`config.mk`:
```
export PLATFORM = sky130hd
export DESIGN_NAME = burst_col_gen
export DESIGN_NICKNAME = d
export VERILOG_FILES = /design/src/rtl/bcag_pkg.sv /design/src/rtl/bcag_len_decode.sv /design/src/rtl/bcag_col_order.sv /design/src/rtl/burst_col_gen.sv
export SDC_FILE = /design/constraint.sdc
export NUM_CORES = 1
export LEC_CHECK = 0
export BUFFER_PORTS_ARGS = -buffer_cell sky130_fd_sc_hd__buf_2
export CAP_MARGIN = 10
export CORE_ASPECT_RATIO = 0.7
export CORE_MARGIN = 8
export CORE_UTILIZATION = 50
export CTS_CLUSTER_DIAMETER = 80
export DETAILED_ROUTE_END_ITERATION = 10
export PLACE_DENSITY = 0.74
export SLEW_MARGIN = 20
export SYNTH_ARGS = -nofsm -noshare
export SYNTH_HDL_FRONTEND = slang
export SYNTH_HIERARCHICAL = 1
export SYNTH_SLANG_ARGS = --single-unit
```
`constraint.sdc`:
```
create_clock -name clk -period 3.6 [get_ports clk]
set_input_delay 0.18 -clock clk [delete_from_list [all_inputs] [get_ports clk]]
set_output_delay 0.18 -clock clk [all_outputs]
set_load 0.02 [all_outputs]
```
`src/rtl/bcag_pkg.sv`:
```
package bcag_pkg;
    localparam logic [2:0] LEN_C1   = 3'b000;
    localparam logic [2:0] LEN_C2   = 3'b001;
    localparam logic [2:0] LEN_C4   = 3'b010;
    localparam logic [2:0] LEN_C8   = 3'b011;
    localparam logic [2:0] LEN_PAGE = 3'b111;

    typedef enum logic {
        ORD_LINEAR = 1'b0,
        ORD_XOR    = 1'b1
    } order_e;
endpackage

```
`src/rtl/bcag_len_decode.sv`:
```
module bcag_len_decode
    import bcag_pkg::*;
#(
    parameter int COL_W    = 8,
    parameter int MAX_LOG2 = 3
) (
    input  logic [2:0]       code_i,
    input  logic             ilv_i,
    input  logic             one_shot_wr_i,
    input  logic             is_wr_i,
    output logic [COL_W-1:0] mask_o,
    output logic             page_o,
    output logic             legal_o
);
    // Wrap mask: ones over the low bits that cycle inside the burst block
    always_comb begin
        mask_o  = '0;
        page_o  = 1'b0;
        legal_o = 1'b0;
        if (one_shot_wr_i && is_wr_i) begin
            legal_o = 1'b1;
        end else if (code_i == LEN_PAGE) begin
            if (order_e'(ilv_i) == ORD_LINEAR) begin
                legal_o = 1'b1;
                page_o  = 1'b1;
                mask_o  = '1;
            end
        end else if (int'(code_i) <= MAX_LOG2) begin
            legal_o = 1'b1;
            mask_o  = (COL_W'(1) << code_i) - COL_W'(1);
        end
    end
endmodule

```
`src/rtl/bcag_col_order.sv`:
```
module bcag_col_order
    import bcag_pkg::*;
#(
    parameter int COL_W = 8
) (
    input  logic [COL_W-1:0] base_i,
    input  logic [COL_W-1:0] idx_i,
    input  logic [COL_W-1:0] mask_i,
    input  logic             ilv_i,
    output logic [COL_W-1:0] col_o
);
    logic [COL_W-1:0] lin_sum;
    logic [COL_W-1:0] xor_val;

    assign lin_sum = base_i + idx_i;
    assign xor_val = base_i ^ idx_i;

    // Per-bit select: bits inside the wrap mask take the ordered value
    for (genvar b = 0; b < COL_W; b++) begin : g_bit
        assign col_o[b] = mask_i[b]
                        ? ((order_e'(ilv_i) == ORD_XOR) ? xor_val[b] : lin_sum[b])
                        : base_i[b];
    end
endmodule

```
`src/rtl/burst_col_gen.sv`:
```
module burst_col_gen
    import bcag_pkg::*;
#(
    parameter int COL_W    = 8,
    parameter int MAX_LOG2 = 3
) (
    input  logic             clk,
    input  logic             rst_n,
    input  logic             req_i,
    input  logic [COL_W-1:0] start_col_i,
    input  logic [2:0]       len_code_i,
    input  logic             ilv_i,
    input  logic             one_shot_wr_i,
    input  logic             is_wr_i,
    input  logic             halt_i,
    output logic [COL_W-1:0] col_o,
    output logic             beat_vld_o,
    output logic             beat_end_o
);
    typedef struct packed {
        logic             run;
        logic [COL_W-1:0] base;
        logic [COL_W-1:0] idx;
        logic [COL_W-1:0] mask;
        logic             ilv;
        logic             page;
        logic [COL_W-1:0] col;
        logic             fin;
    } seq_t;

    seq_t s_d, s_q;

    logic [COL_W-1:0] dec_mask;
    logic             dec_page;
    logic             dec_legal;

    bcag_len_decode #(.COL_W(COL_W), .MAX_LOG2(MAX_LOG2)) dec_i (
        .code_i        (len_code_i),
        .ilv_i         (ilv_i),
        .one_shot_wr_i (one_shot_wr_i),
        .is_wr_i       (is_wr_i),
        .mask_o        (dec_mask),
        .page_o        (dec_page),
        .legal_o       (dec_legal)
    );

    logic [COL_W-1:0] idx_inc;
    logic [COL_W-1:0] ord_base;
    logic [COL_W-1:0] ord_idx;
    logic [COL_W-1:0] ord_mask;
    logic             ord_ilv;
    logic [COL_W-1:0] ord_col;

    assign idx_inc = s_q.idx + COL_W'(1);

    // Operand select: a new request computes beat 0, otherwise the next beat
    always_comb begin
        if (req_i) begin
            ord_base = start_col_i;
            ord_idx  = '0;
            ord_mask = dec_mask;
            ord_ilv  = ilv_i;
        end else begin
            ord_base = s_q.base;
            ord_idx  = idx_inc;
            ord_mask = s_q.mask;
            ord_ilv  = s_q.ilv;
        end
    end

    bcag_col_order #(.COL_W(COL_W)) ord_i (
        .base_i (ord_base),
        .idx_i  (ord_idx),
        .mask_i (ord_mask),
        .ilv_i  (ord_ilv),
        .col_o  (ord_col)
    );

    always_comb begin
        s_d = s_q;
        if (req_i) begin
            if (dec_legal) begin
                s_d.run  = 1'b1;
                s_d.base = start_col_i;
                s_d.idx  = '0;
                s_d.mask = dec_mask;
                s_d.ilv  = ilv_i;
                s_d.page = dec_page;
                s_d.col  = ord_col;
                s_d.fin  = !dec_page && (dec_mask == '0);
            end else begin
                s_d.run = 1'b0;
                s_d.fin = 1'b0;
            end
        end else if (halt_i) begin
            s_d.run = 1'b0;
            s_d.fin = 1'b0;
        end else if (s_q.run) begin
            if (s_q.fin) begin
                s_d.run = 1'b0;
                s_d.fin = 1'b0;
            end else begin
                s_d.idx = idx_inc;
                s_d.col = ord_col;
                s_d.fin = !s_q.page && (idx_inc == s_q.mask);
            end
        end
    end

    always_ff @(posedge clk or negedge rst_n) begin
        if (!rst_n) begin
            s_q <= '0;
        end else begin
            s_q <= s_d;
        end
    end

    assign col_o      = s_q.col;
    assign beat_vld_o = s_q.run;
    assign beat_end_o = s_q.fin;
endmodule

```
==> results.py <==
metrics = {
    "clock_network": {
        "cts_resized": 0,
        "clock_path_buffers": 2,
        "cts_hold_buffers": 0,
        "clock-root-buffer": "clkbuf_8",
        "cts_htree_levels": 2,
        "cts_setup_buffers": 0,
        "cts_sinks": 36,
        "clkTransAtPathRegs_ps": 70,
        "cts_buffers": 5,
        "tritoncts": "built",
        "clkLatencyLatePin_ps": 280,
    },
    "yosys": {
        "ys_seq_area_frac": 0.344,
        "yosys.cell_types.count": 50,
        "synth_flop_cell": "dfrtp_1",
        "syn_avg_cell_area_um2": 8.98,
        "synth_edf_count": 0,
        "async_flop_share": 1.00,
        "synth.top_cell.area_share": 0.344,
        "synth_top_area_cell": "dfrtp_1",
        "synth-seq-cells": 36,
        "synth_warnings": 6,
        "syn-num-nets": 320,
        "syn_inst": 292,
        "yosys-top-cells-area": "dfrtp_1 (34%), mux2_2 (15%), ha_1 (4.3%)",
        "synth_area_mm2": 0.00262,
    },
    "cells_and_area": {
        "layout_common_cells": "mux2_2 (36), dfrtp_1 (36), nand2_1 (29), nor2_1 (29), buf_2 (27)",
        "seq_area_um2": 901,
        "syn2layout_area_growth_pct": 6.49,
        "drive_gt1_frac": 0.243,
        "n_antenna_cell": 0,
        "multiInputGateArea_mm2": 0.00157,
        "nNetsFinal": 331,
        "final_core_util": 0.542,
        "stdcell_area_mm2": 0.00279,
        "num-fill-cells": 475,
    },
    "global_route": {
        "grt-ovfl-total": 0,
        "grt_max_degree": 37,
        "antenna_found_initial": 0,
        "grt_usage": 0.158,
        "grt_pass1_wl_um": 9890,
        "grt_pass1_vias": 2008,
    },
    "pwr": {
        "p_leak_nw": 1.22,
        "peakVddDrop_mv": 0.257,
        "p_per_area_mw_per_mm2": 377,
    },
    "flow_run": {
        "maxCapViolations": 0,
    },
    "critical_path": {
        "worstPathArrival_ps": 3210,
        "rrSetupSlack_ps": 540,
        "r2r-end": "col_o[7]$_DFFE_PN0P_",
        "crit_cells": 11,
        "cp_top_family": "compound AO/OA/AOI/OAI gates",
        "crit_start": "s_q[19]$_DFFE_PN0P_",
        "cpMaxStageDelayCell": "or4_1",
        "r2r_start": "s_q[19]$_DFFE_PN0P_",
        "worstPathCellList": "ha_1 > xnor2_1 > nor2_1 > ha_1 > o21ai_1 > o21bai_1 > a21oi_1 > o32a_1 > or4_1 > nand2_1 > o21ai_1",
        "path_buf_inv": 0,
        "start_kind": "register",
        "endpoint": "col_o[7]$_DFFE_PN0P_",
        "cp_slowest_stage_delay_ps": 510,
        "r2r_cells": 11,
        "end_kind": "register",
        "required_ps": 3740,
        "cp_max_fo": 7,
        "crit_type": "reg -> reg",
    },
    "routing": {
        "drt-initial-drc-count": 122,
        "viasPerCell": 5.62,
        "dr_total_vias": 2096,
        "final_antenna_net_count": 0,
        "top_layer_used": "met4",
        "dr_wl_met3_um": 252,
        "drtPass1Iterations": 4,
        "wl_met2_um": 2490,
        "drc": 0,
        "totalWireLength_um": 5840,
        "wl_per_cell_um": 15.7,
        "wl_met1_um": 3020,
    },
    "placement": {
        "hpwl_um": 4330,
        "dpl-instance-area_mm2": 0.00272,
        "gp_congestion": 0.886,
        "io_buffers": 27,
    },
    "outcome": {
        "violations": "hold timing",
        "status": "complete, but fails checks",
    },
    "timing": {
        "fmax_mhz": 327,
        "relSlewSlack": 0.441,
        "final_hold_viol_count": 9,
        "fin_skew_ps": 2.23,
        "setup_tns_ps": 0,
        "setup_viol": 0,
        "drv_slew": 0,
        "finalCritPeriodShare": 0.850,
        "period_minus_slack_ps": 3060,
        "timing.hold.ws_ps": -5.36,
        "rsz0062_at_grt": "no",
        "worst_pin_slew_ps": 839,
    },
    "floorplan": {
        "num_rows": 22,
        "num_io_pins": 28,
        "die_w_um": 103,
        "die_h_um": 76.6,
        "dieArea_mm2": 0.00785,
        "initial_utilization": 0.509,
        "core_mm2": 0.00515,
    },
    "hold_path": {
        "hp-class": "in -> async",
    },
}
[kinds of logic after synthesis]
group | count (synthesis) | synth area share
AOI/OAI and AO/OA | 59 | 0.139
xor gates and xnor gates | 18 | 0.0601
adders and majority gates | 10 | 0.0506
buffers and inverters | 29 | 0.0587
DFF | 36 | 0.344
muxes | 37 | 0.158
and+or+nand+nor | 103 | 0.189
[worst register-to-register path, cell delays in order, from the launching register on]
cell      delay, ps
dfrtp_1         460
ha_1            320
xnor2_1         330
nor2_1          110
ha_1            380
o21ai_1          90
o21bai_1        130
a21oi_1         130
o32a_1          330
or4_1           510
nand2_1          80
o21ai_1          60
[cells in the mapped netlist, types with 2 or more instances]
library cell / number
nor3_1: 6
nand3_1: 11
and2_1: 2
nor4_1: 4
inv_1: 4
a21oi_1: 12
buf_4: 9
o21ai_1: 9
a31oi_1: 2
xor2_1: 6
ha_1: 9
nand2b_1: 4
mux2_2: 36
o31ai_1: 6
dfrtp_1: 36
nand2_1: 29
clkbuf_1: 6
and3_1: 3
xnor2_1: 12
nor2b_1: 4
a211oi_1: 3
buf_2: 9
o21ai_0: 13
or3_1: 2
nor2_1: 29
o21bai_1: 2
[worst min-delay path by stage]
stage                                   to  start  depth (start not counted)
floorplan           beat_end_o$_DFFE_PN0P_  rst_n                          0
global placement      beat_vld_o$_DFF_PN0_  rst_n                          1
detailed placement    beat_vld_o$_DFF_PN0_  rst_n                          1
CTS                 beat_end_o$_DFFE_PN0P_  rst_n                          1
global route          beat_vld_o$_DFF_PN0_  rst_n                          1
finish              beat_end_o$_DFFE_PN0P_  rst_n                          1
[layout make-up]
cell class	count	area share
Sequential cell	36	0.323
Multi-Input combinational cell	227	0.561
Inverter	4	0.00538
Tap cell	72	0.0323
Timing Repair Buffer	29	0.0538
Clock buffer	5	0.0247
[power by group]
part           internal (mW)  total (mW)  switching, mW  leakage (nW)
logic                  0.133       0.307          0.174         0.725
registers              0.455       0.487         0.0325         0.461
clock network          0.125       0.259          0.134        0.0359
total                  0.712        1.05          0.341          1.22
[state kept, by name, indices dropped and copies added (netlist names)]
register    flops
beat_vld_o      1
s_q            26
beat_end_o      1
col_o           8
[through the flow]
step / setup slack, ps / std cells / total power [mW] / hold slack [ps]
finish: 539 / 373 / 1.05 / -5.36
global route: 335 / 373 / 1.12 / 68.3
CTS: 578 / 373 / 1.06 / 18.9
detailed placement: 635 / 368 / 0.801 / 322
global placement: 726 / 368 / 0.793 / 317
floorplan: 932 / 292 / 0.740 / -116
[routing by layer]
metal,up-vias,track usage
li1,1047,-
met1,994,0.229
met2,45,0.223
met3,10,0.0383
met4,0,0.0467
met5,-,0
Note: power is estimated with default switching activity, not from simulation.
